## src/rtl/eer_pkg.sv

```systemverilog
// Package: shared register layout for the array status controller.
// Assumes a register at least four bits wide; the upper bits are reserved.
package eer_pkg;
    localparam int EN_BIT    = 0;
    localparam int BUSY_BIT  = 1;
    localparam int ILL_BIT   = 2;
    localparam int PEND_BIT  = 3;
    localparam int NUM_FLAGS = 2;   // illegal-access and pending
    localparam int USED_BITS = 4;

    // Bit position of event flag i (0 = illegal-access, 1 = pending).
    function automatic int flag_pos(input int i);
        return ILL_BIT + i;
    endfunction
endpackage

```

## src/rtl/eer_busy_track.sv

```systemverilog
// Module: tracks an array write from its start strobe to its done pulse.
// Assumes: the busy flop has no reset, so its state survives a CPU reset;
// a done pulse while idle is ignored.
module eer_busy_track (
    input  logic clk,
    input  logic wr_start,
    input  logic wr_done,
    output logic busy,
    output logic done_evt,
    output logic clash_evt
);
    // Busy state: busy ends on done, idle begins a write on start.
    always_ff @(posedge clk) begin
        if (busy) busy <= ~wr_done;
        else      busy <= wr_start;
    end

    // Completion and collision events for the flag cells.
    assign done_evt  = busy & wr_done;
    assign clash_evt = busy & wr_start;
endmodule

```

## src/rtl/eer_flag_cell.sv

```systemverilog
// Module: one event flag that hardware sets and software reads or writes.
// Assumes: a hardware set in the same cycle as a software write wins.
module eer_flag_cell (
    input  logic clk,
    input  logic rst_n,
    input  logic hw_set,
    input  logic sw_wr,
    input  logic sw_val,
    output logic flag
);
    // Flag storage with hardware-set priority.
    always_ff @(posedge clk) begin
        if (!rst_n)      flag <= 1'b0;
        else if (hw_set) flag <= 1'b1;
        else if (sw_wr)  flag <= sw_val;
    end
endmodule

```

## src/rtl/eer_irq_gate.sv

```systemverilog
// Module: combines event flags into one gated interrupt request.
// Assumes: all sources are level flags held until software clears them.
module eer_irq_gate #(
    parameter int NUM_SRC = 2
) (
    input  logic [NUM_SRC-1:0] src,
    input  logic               en,
    input  logic               gie,
    output logic               irq
);
    // Any pending source, gated by both enables.
    assign irq = (|src) & en & gie;
endmodule

```

## src/rtl/eer_status_ctrl.sv

```systemverilog
// Module: status and control register for a nonvolatile array writer.
// Assumes: reg_wr selects this register alone; reads are combinational.
module eer_status_ctrl #(
    parameter int DATA_W = 8
) (
    input  logic              clk,
    input  logic              rst_n,
    input  logic              reg_wr,
    input  logic [DATA_W-1:0] reg_wdata,
    output logic [DATA_W-1:0] reg_rdata,
    input  logic              arr_access,
    input  logic              wr_start,
    input  logic              wr_done,
    input  logic              gie,
    output logic              irq
);
    import eer_pkg::*;

    logic                 busy, done_evt, clash_evt, en;
    logic [NUM_FLAGS-1:0] hw_set_v, flag_v;

    eer_busy_track u_busy (
        .clk(clk), .wr_start(wr_start), .wr_done(wr_done),
        .busy(busy), .done_evt(done_evt), .clash_evt(clash_evt)
    );

    // Hardware sources: index 0 illegal access, index 1 completion.
    assign hw_set_v[0] = (busy & arr_access) | clash_evt;
    assign hw_set_v[1] = done_evt;

    generate
        for (genvar i = 0; i < NUM_FLAGS; i++) begin : g_flag
            eer_flag_cell u_cell (
                .clk(clk), .rst_n(rst_n), .hw_set(hw_set_v[i]),
                .sw_wr(reg_wr), .sw_val(reg_wdata[flag_pos(i)]),
                .flag(flag_v[i])
            );
        end
    endgenerate

    // Local interrupt enable, software writable only.
    always_ff @(posedge clk) begin
        if (!rst_n)      en <= 1'b0;
        else if (reg_wr) en <= reg_wdata[EN_BIT];
    end

    // Read view: reserved bits are held at zero.
    always_comb begin
        reg_rdata           = '0;
        reg_rdata[EN_BIT]   = en;
        reg_rdata[BUSY_BIT] = busy;
        for (int i = 0; i < NUM_FLAGS; i++)
            reg_rdata[flag_pos(i)] = flag_v[i];
    end

    eer_irq_gate #(.NUM_SRC(NUM_FLAGS)) u_irq (
        .src(flag_v), .en(en), .gie(gie), .irq(irq)
    );
endmodule

```

## config.mk

```make
export PLATFORM = sky130hd
export DESIGN_NAME = eer_status_ctrl
export DESIGN_NICKNAME = d
export VERILOG_FILES = /design/src/rtl/eer_pkg.sv /design/src/rtl/eer_busy_track.sv /design/src/rtl/eer_flag_cell.sv /design/src/rtl/eer_irq_gate.sv /design/src/rtl/eer_status_ctrl.sv
export SDC_FILE = /design/constraint.sdc
export NUM_CORES = 1
export LEC_CHECK = 0
export ABC_AREA = 1
export BUFFER_PORTS_ARGS = -buffer_cell sky130_fd_sc_hd__buf_4
export CAP_MARGIN = 10
export CORE_AREA = 2 2 39 41
export DETAILED_ROUTE_END_ITERATION = 6
export DIE_AREA = 0 0 41 43
export PLACE_DENSITY = 0.54
export SLEW_MARGIN = 20
export SYNTH_ARGS = -nofsm -noshare
export SYNTH_HDL_FRONTEND = slang
export SYNTH_HIERARCHICAL = 1
export SYNTH_SLANG_ARGS = --single-unit
```

## constraint.sdc

```tcl
create_clock -name clk -period 1.23 [get_ports clk]
set_input_delay 0 -clock clk [delete_from_list [all_inputs] [get_ports clk]]
set_output_delay 0 -clock clk [all_outputs]
set_load 0.01 [all_outputs]
```

==> flow_metrics.py, run 1 <==
metrics = {
    "outcome": {
        "status": "finished clean",
    },
    "logic_synthesis": {
        "syn_inst": 45,
        "yosysSeqAreaShare": 0.305,
        "syn-cell-area_sq_um": 263,
        "yosysTopAreaCell": "dfxtp_1",
        "synth_top_cell_area_share": 0.305,
        "synthTopCellsByArea": "dfxtp_1 (30%), buf_4 (17%), nand2_1 (17%)",
        "synth_seq_cells": 4,
        "ys_warn_count": 6,
        "synth.distinct_cells": 8,
        "synth.avg_cell_area_sq_um": 5.84,
    },
    "floorplanning": {
        "initial_utilization": 0.190,
        "fp.dieW_microns": 41,
        "io_pins": 24,
        "die_h_microns": 43,
        "coreArea_sq_um": 1380,
        "die-area_sq_um": 1760,
        "std_cell_rows": 14,
    },
    "route": {
        "num_vias": 255,
        "dr_wl_met2_microns": 218,
        "wl_microns": 479,
        "routed.top_layer": "met4",
        "drt-met1-wl_microns": 183,
        "wl_met3_microns": 69,
        "drtPass1Iterations": 4,
        "wl_per_cell_microns": 6.22,
        "drt.antenna.violating_nets": 0,
        "drc_errors": 0,
        "drt_iter0_drc": 4,
        "viasPerCell": 3.31,
    },
    "timing": {
        "min_period_ns": 0.965,
        "rsz0062_at_grt": "no",
        "final_max_slew_viol_count": 0,
        "setup-violations-final": 0,
        "setup_tns_ns": 0,
        "fmax_mhz": 1040,
        "skew_ns": 0.00506,
        "holdWs_ns": 0.0138,
        "min_period_over_period": 0.785,
        "hold_violations": 0,
    },
    "final_layout": {
        "multi_input_area_sq_um": 108,
        "syn2layout_area_growth_pct": 51.0,
        "n_antenna_cell": 0,
        "drive_gt1_frac": 0.295,
        "final_nets": 78,
        "final-seq-area_sq_um": 80.1,
        "n_fill_cell": 172,
    },
    "clock_network": {
        "clock_latency_ns": 0.23,
        "clkSinkCount": 4,
        "cts_tree": "built",
        "clk_pin_slew_ns": 0.04,
        "cts_htree_levels": 1,
        "clk_path_buf_depth": 2,
        "cts_made_buffers": 3,
        "ctsRootBufferMaster": "clkbuf_4",
    },
    "power_and_ir_drop": {
        "p_per_area_nw_per_um2": 1090,
        "p_total_mw": 0.431,
        "cellLeakagePower_nw": 0.252,
        "ir_drop_mv": 0.267,
    },
    "global_routing": {
        "antenna_found_initial": 0,
        "grt_max_degree": 7,
        "grt_pass1_vias": 208,
        "grt_usage": 0.0692,
        "grt_pass1_wl_microns": 738,
        "grt_overflow": 0,
    },
    "worst_setup_path": {
        "required_ns": 1.36,
        "r2r_slack_ns": 0.32,
        "reg2reg_depth": 7,
        "end_kind": "register",
        "cp-endpoint": "g_flag[0].u_cell/flag$_SDFFE_PN0P_",
        "startpoint": "wr_start",
        "crit_arrival_ns": 1.09,
        "crit_fanout": 2,
        "start_kind": "input pin",
        "rr_endpoint": "g_flag[0].u_cell/flag$_SDFFE_PN0P_",
        "cpMaxStageDelayCell": "dlygate4sd3_1",
        "critical_path_class": "input pin to register",
        "max_stage_delay_ns": 0.53,
        "path_cells": "dlygate4sd3_1 -> buf_4 -> nand2_1 -> inv_1 -> a21o_1 -> inv_1 -> nand2_1 -> nor2_1 -> nor2_1",
        "reg2reg_from": "u_busy/busy$_DFF_P_",
    },
    "placed_design": {
        "io_buffers": 14,
        "gp_congestion": 0.650,
        "dp_hpwl_microns": 387,
    },
    "min_path": {
        "min_path_type": "input pin to register",
    },
    "flow_run": {
        "cap_violations": 0,
    },
}
area by class of cell:
cell class                      count  share of cell area
Clock buffer                        3              0.0568
Inverter                           11               0.104
Multi-Input combinational cell     27               0.271
Sequential cell                     4               0.202
Tap cell                           16              0.0505
Timing Repair Buffer               16               0.315
cell families after synthesis:
| logic type | synth area share |
|---|---|
| compound gates | 0.0286 |
| buf+inv | 0.329 |
| flops | 0.305 |
| other cells | 0.0143 |
| simple gates | 0.324 |
cells in the final DEF (no fill, tap or decap), drive strengths merged:
cell type	n
conb	4
nand2	12
clkbuf	3
dlygate4sd3	2
dfxtp	4
inv	11
nor2	10
buf	14
a21o	1
synth_stat cells (all sizes together):
master  count
buf         6
dfxtp       4
nand2      12
inv        11
conb        1
a21o        1
nor2       10
report_power, final:
group | switching [mW] | internal [mW]
clock | 0.0540 | 0.109
combinational | 0.0496 | 0.0603
sequential | 0.0134 | 0.145
total | 0.117 | 0.314
registers in the layout, summed over array words and instances, names as in the netlist:
name                flops
u_busy/busy             1
g_flag.u_cell/flag      2
en                      1
metal layers:
metal / GRT usage / up-vias
li1: - / 147
met1: 0.0673 / 93
met2: 0.0844 / 13
met3: 0.0471 / 2
met4: 0.0800 / 0
met5: 0 / -
worst max-delay path: cells and delay by family:
kind	cells	cell delay (ns)
compound gates	1	0.14
buf+inv	4	0.75
simple gates	4	0.21
timing repair:
action                                 4_1_cts  5_1_grt
endpoints found under the hold margin        2        0
buffers inserted                             0        0
resized for setup                            0        0
hold buffers                                 2        0
metrics by stage:
step           worst slack (ns)  utilization  instance area (sq um)  std cells
6_report                  0.265        0.287                    397         77
5_1_grt                   0.195        0.287                    397         77
4_1_cts                   0.269        0.287                    397         77
3_5_place_dp              0.316        0.256                    354         72
3_3_place_gp              0.327        0.256                    354         72
2_1_floorplan             0.375            -                    274         48
worst min path at each step:
stage,from,to,slack [ns],cells past startpoint
floorplan,gie,irq,0.09,2
global placement,wr_start,u_busy/busy$_DFF_P_,0.20,3
detailed placement,wr_start,u_busy/busy$_DFF_P_,0.20,3
CTS,wr_done,u_busy/busy$_DFF_P_,0.003,4
global route,wr_done,u_busy/busy$_DFF_P_,0.04,4
finish,wr_done,u_busy/busy$_DFF_P_,0.01,4
Note: power is estimated with default switching activity, not from simulation.
==> run 2, diff against run 1 <==
--- a/config.mk
+++ b/config.mk
@@ -5,13 +5,13 @@
 export SDC_FILE = /design/constraint.sdc
 export NUM_CORES = 1
 export LEC_CHECK = 0
-export ABC_AREA = 1
+export ABC_AREA = 0
 export BUFFER_PORTS_ARGS = -buffer_cell sky130_fd_sc_hd__buf_4
 export CAP_MARGIN = 10
 export CORE_AREA = 2 2 39 41
 export DETAILED_ROUTE_END_ITERATION = 6
 export DIE_AREA = 0 0 41 43
-export PLACE_DENSITY = 0.54
+export PLACE_DENSITY = 0.51
 export SLEW_MARGIN = 20
 export SYNTH_ARGS = -nofsm -noshare
 export SYNTH_HDL_FRONTEND = slang
==> constraint.sdc (replaced) <==
create_clock -name clk -period 0.9 [get_ports clk]
set_input_delay 0 -clock clk [delete_from_list [all_inputs] [get_ports clk]]
set_output_delay 0 -clock clk [all_outputs]
set_load 0.01 [all_outputs]
==> run 2 against run 1 <==
  * Routed wire length decreased by 9.6%
  * Die area unchanged
  * Final cell count down 27%
  * Synthesized cell count decreased by 49%
  * Sequential share of layout area up 1.9 points
  * Clock power increased by 30%
  * Power grew 27%
  * Synthesized area is 13% lower
  * Register-to-register slack got worse by 0.30 ns
  * Global-route usage fell by 0.68 points
  * Via count down 22%
  * Final area fell by 4.4%
==> flow_metrics.py, run 2 <==
metrics = {
    "final_layout": {
        "reg.largest.list": "g_flag.u_cell/flag: 2 flops, en: 1 flops, u_busy/busy: 1 flops",
        "layout_common_cells": "buf_4 (14), conb_1 (4), clkbuf_4 (3), dfxtp_2 (3)",
        "stdcell_count": 56,
        "final_common_cell": "buf_4",
        "final_nets": 57,
        "top_register": "g_flag.u_cell/flag",
        "drive_gt1_frac": 0.575,
        "fin_util": 0.274,
        "finalInstanceArea_sq_um": 379,
        "n_fill_cell": 161,
        "n_antenna_cell": 0,
        "largest_reg_flops": 2,
        "syn2layout_area_growth_pct": 65.6,
    },
    "logic_synthesis": {
        "ys_warn_count": 6,
        "synth-compound-area-share": 0.142,
        "synth.avg_cell_area_sq_um": 9.96,
        "synth_seq_cells": 4,
        "synth.most_common_cell": "buf_4",
        "synthAdderAreaFrac": 0,
        "synth_top_family_by_area": "buffers and inverters",
        "synth_edf_count": 0,
        "ys.flop_type": "dfxtp_1",
        "yosysSeqAreaShare": 0.350,
        "yosys-top-cells-count": "buf_4 (6), dfxtp_1 (4)",
        "async_flop_share": 0,
        "syn-cell-area_sq_um": 229,
        "synth.area.mux_share": 0.186,
        "yosys.area_share.simple": 0.0929,
        "synthXorXnorAreaFrac": 0,
        "syn_inst": 23,
        "synth.distinct_cells": 11,
        "yosysTopAreaCell": "dfxtp_1",
        "synth_top_cell_area_share": 0.350,
        "synthTopCellsByArea": "dfxtp_1 (35%), buf_4 (20%), mux2_1 (9.8%)",
    },
    "clock_network": {
        "clock_latency_ns": 0.23,
        "clkSinkCount": 4,
        "cts_tree": "built",
        "clk_pin_slew_ns": 0.04,
        "ctsRootBufferMaster": "clkbuf_4",
        "cts_htree_levels": 1,
        "clk_path_buf_depth": 2,
        "postCtsSetupBuffers": 0,
        "cts_made_buffers": 3,
    },
    "route": {
        "viasPerCell": 3.54,
        "wl_microns": 433,
        "drtPass1Iterations": 1,
        "drc_errors": 0,
        "drt.antenna.violating_nets": 0,
        "drt_iter0_drc": 0,
        "wl_per_cell_microns": 7.73,
        "num_vias": 198,
    },
    "power_and_ir_drop": {
        "p_per_area_nw_per_um2": 1450,
        "ir_drop_mv": 0.337,
        "seqPwrFrac": 0.382,
        "cellLeakagePower_nw": 0.206,
        "p_comb_frac": 0.232,
        "p_sw_mw": 0.120,
        "p_clk_frac": 0.386,
        "power.internal_mw": 0.429,
        "p_total_mw": 0.549,
        "switching_share": 0.218,
    },
    "global_routing": {
        "grt_overflow": 0,
        "antenna_found_initial": 0,
        "grt_pass1_vias": 191,
        "grt_max_degree": 6,
        "grt_usage": 0.0624,
        "grt_pass1_wl_microns": 648,
    },
    "worst_setup_path": {
        "max_stage_delay_ns": 0.32,
        "cpMaxStageDelayCell": "dfxtp_2",
        "end_kind": "primary output",
        "crit_arrival_ns": 0.89,
        "required_ns": 0.90,
        "crit_fanout": 3,
        "critical_path_class": "register to primary output",
        "start_kind": "register",
        "path_cells": "o211a_1 -> buf_6",
    },
    "floorplanning": {
        "die-area_sq_um": 1760,
        "fp.dieW_microns": 41,
        "die_h_microns": 43,
        "std_cell_rows": 14,
        "io_pins": 24,
        "initial_utilization": 0.165,
        "coreArea_sq_um": 1380,
    },
    "flow_run": {
        "cap_violations": 0,
    },
    "min_path": {
        "min_path_type": "input pin to register",
    },
    "placed_design": {
        "placed_area_sq_um": 345,
        "place_inst": 53,
        "gp_congestion": 0.583,
        "place_ws_ns": 0.00728,
        "io_buffers": 14,
    },
    "timing": {
        "min_period_over_period": 0.991,
        "min_period_ns": 0.892,
        "setup-violations-final": 0,
        "final.setup.worst_slack_ns": 0.00800,
        "skew_ns": 0.000590,
        "setup_tns_ns": 0,
        "rsz0062_at_grt": "yes",
        "holdWs_ns": 0.0246,
        "fmax_mhz": 1120,
        "hold_violations": 0,
        "final_max_slew_viol_count": 0,
    },
    "outcome": {
        "status": "finished clean",
    },
}
run 2: changes by cell type after synthesis, sizes merged:
cell   delta
o211a     +1
nor2     -10
inv      -10
nor2b     +1
mux2i     +2
mux2      +2
nand2    -12
and2      +2
o21a      +2
run 2: cells by family (layout without fill, tap and decap cells):
kind of cell | Yosys count | in the layout
buffers and inverters | 7 | 21
muxes | 4 | 4
DFF | 4 | 4
other | 1 | 4
and+or+nand+nor | 3 | 3
AOI/OAI and AO/OA | 4 | 4
run 2: power by group through the flow:
| stage | sequential, mW | clock, mW | combinational [mW] |
|---|---|---|---|
| detailed placement | 0.208 | 0 | 0.135 |
| global route | 0.213 | 0.238 | 0.140 |
| CTS | 0.211 | 0.222 | 0.129 |
| finish | 0.210 | 0.212 | 0.127 |
| global placement | 0.208 | 0 | 0.135 |
| floorplan | 0.213 | 0 | 0.0702 |
run 2: metal layers:
layer,up-vias,GRT usage,wire [microns]
met1,85,0.0422,149
met2,13,0.0969,221
li1,100,-,-
met3,0,0.0471,62
met5,-,0,0
met4,0,0.0600,0
run 2: cell type report:
type	instances	area, sq um	area share
clock buffer	3	22.5	0.0594
tap	16	20.0	0.0528
inverter	1	3.75	0.00990
timing repair buffer	17	136	0.360
sequential	4	83.8	0.221
multi-input combinational	15	113	0.297
run 2: repair_timing:
| item | 4_1_cts | 5_1_grt |
|---|---|---|
| setup endpoints to repair | 1 | 3 |
| hold endpoints to repair | 3 | 0 |
| resized for setup | 3 | 0 |
| pin swaps | 2 | 3 |
| cloned | 0 | 0 |
| hold buffers | 2 | 0 |
run 2: final timing paths:
kind                                                          from                            endpoint  slack [ns]  cells after the start
worst max-delay path            g_flag[1].u_cell/flag$_SDFFE_PN0P_                                 irq       0.008                      2
worst min-delay path                                      wr_start                 u_busy/busy$_DFF_P_        0.02                      3
worst max register to register                 u_busy/busy$_DFF_P_  g_flag[0].u_cell/flag$_SDFFE_PN0P_        0.02                      3
worst min register to register                     en$_SDFFE_PN0P_                     en$_SDFFE_PN0P_        0.54                      2
run 2: critical path: cells and delay by family (launching register included):
family,cells,cell delay [ns]
compound gates,1,0.23
buf+inv,1,0.12
flops,1,0.32
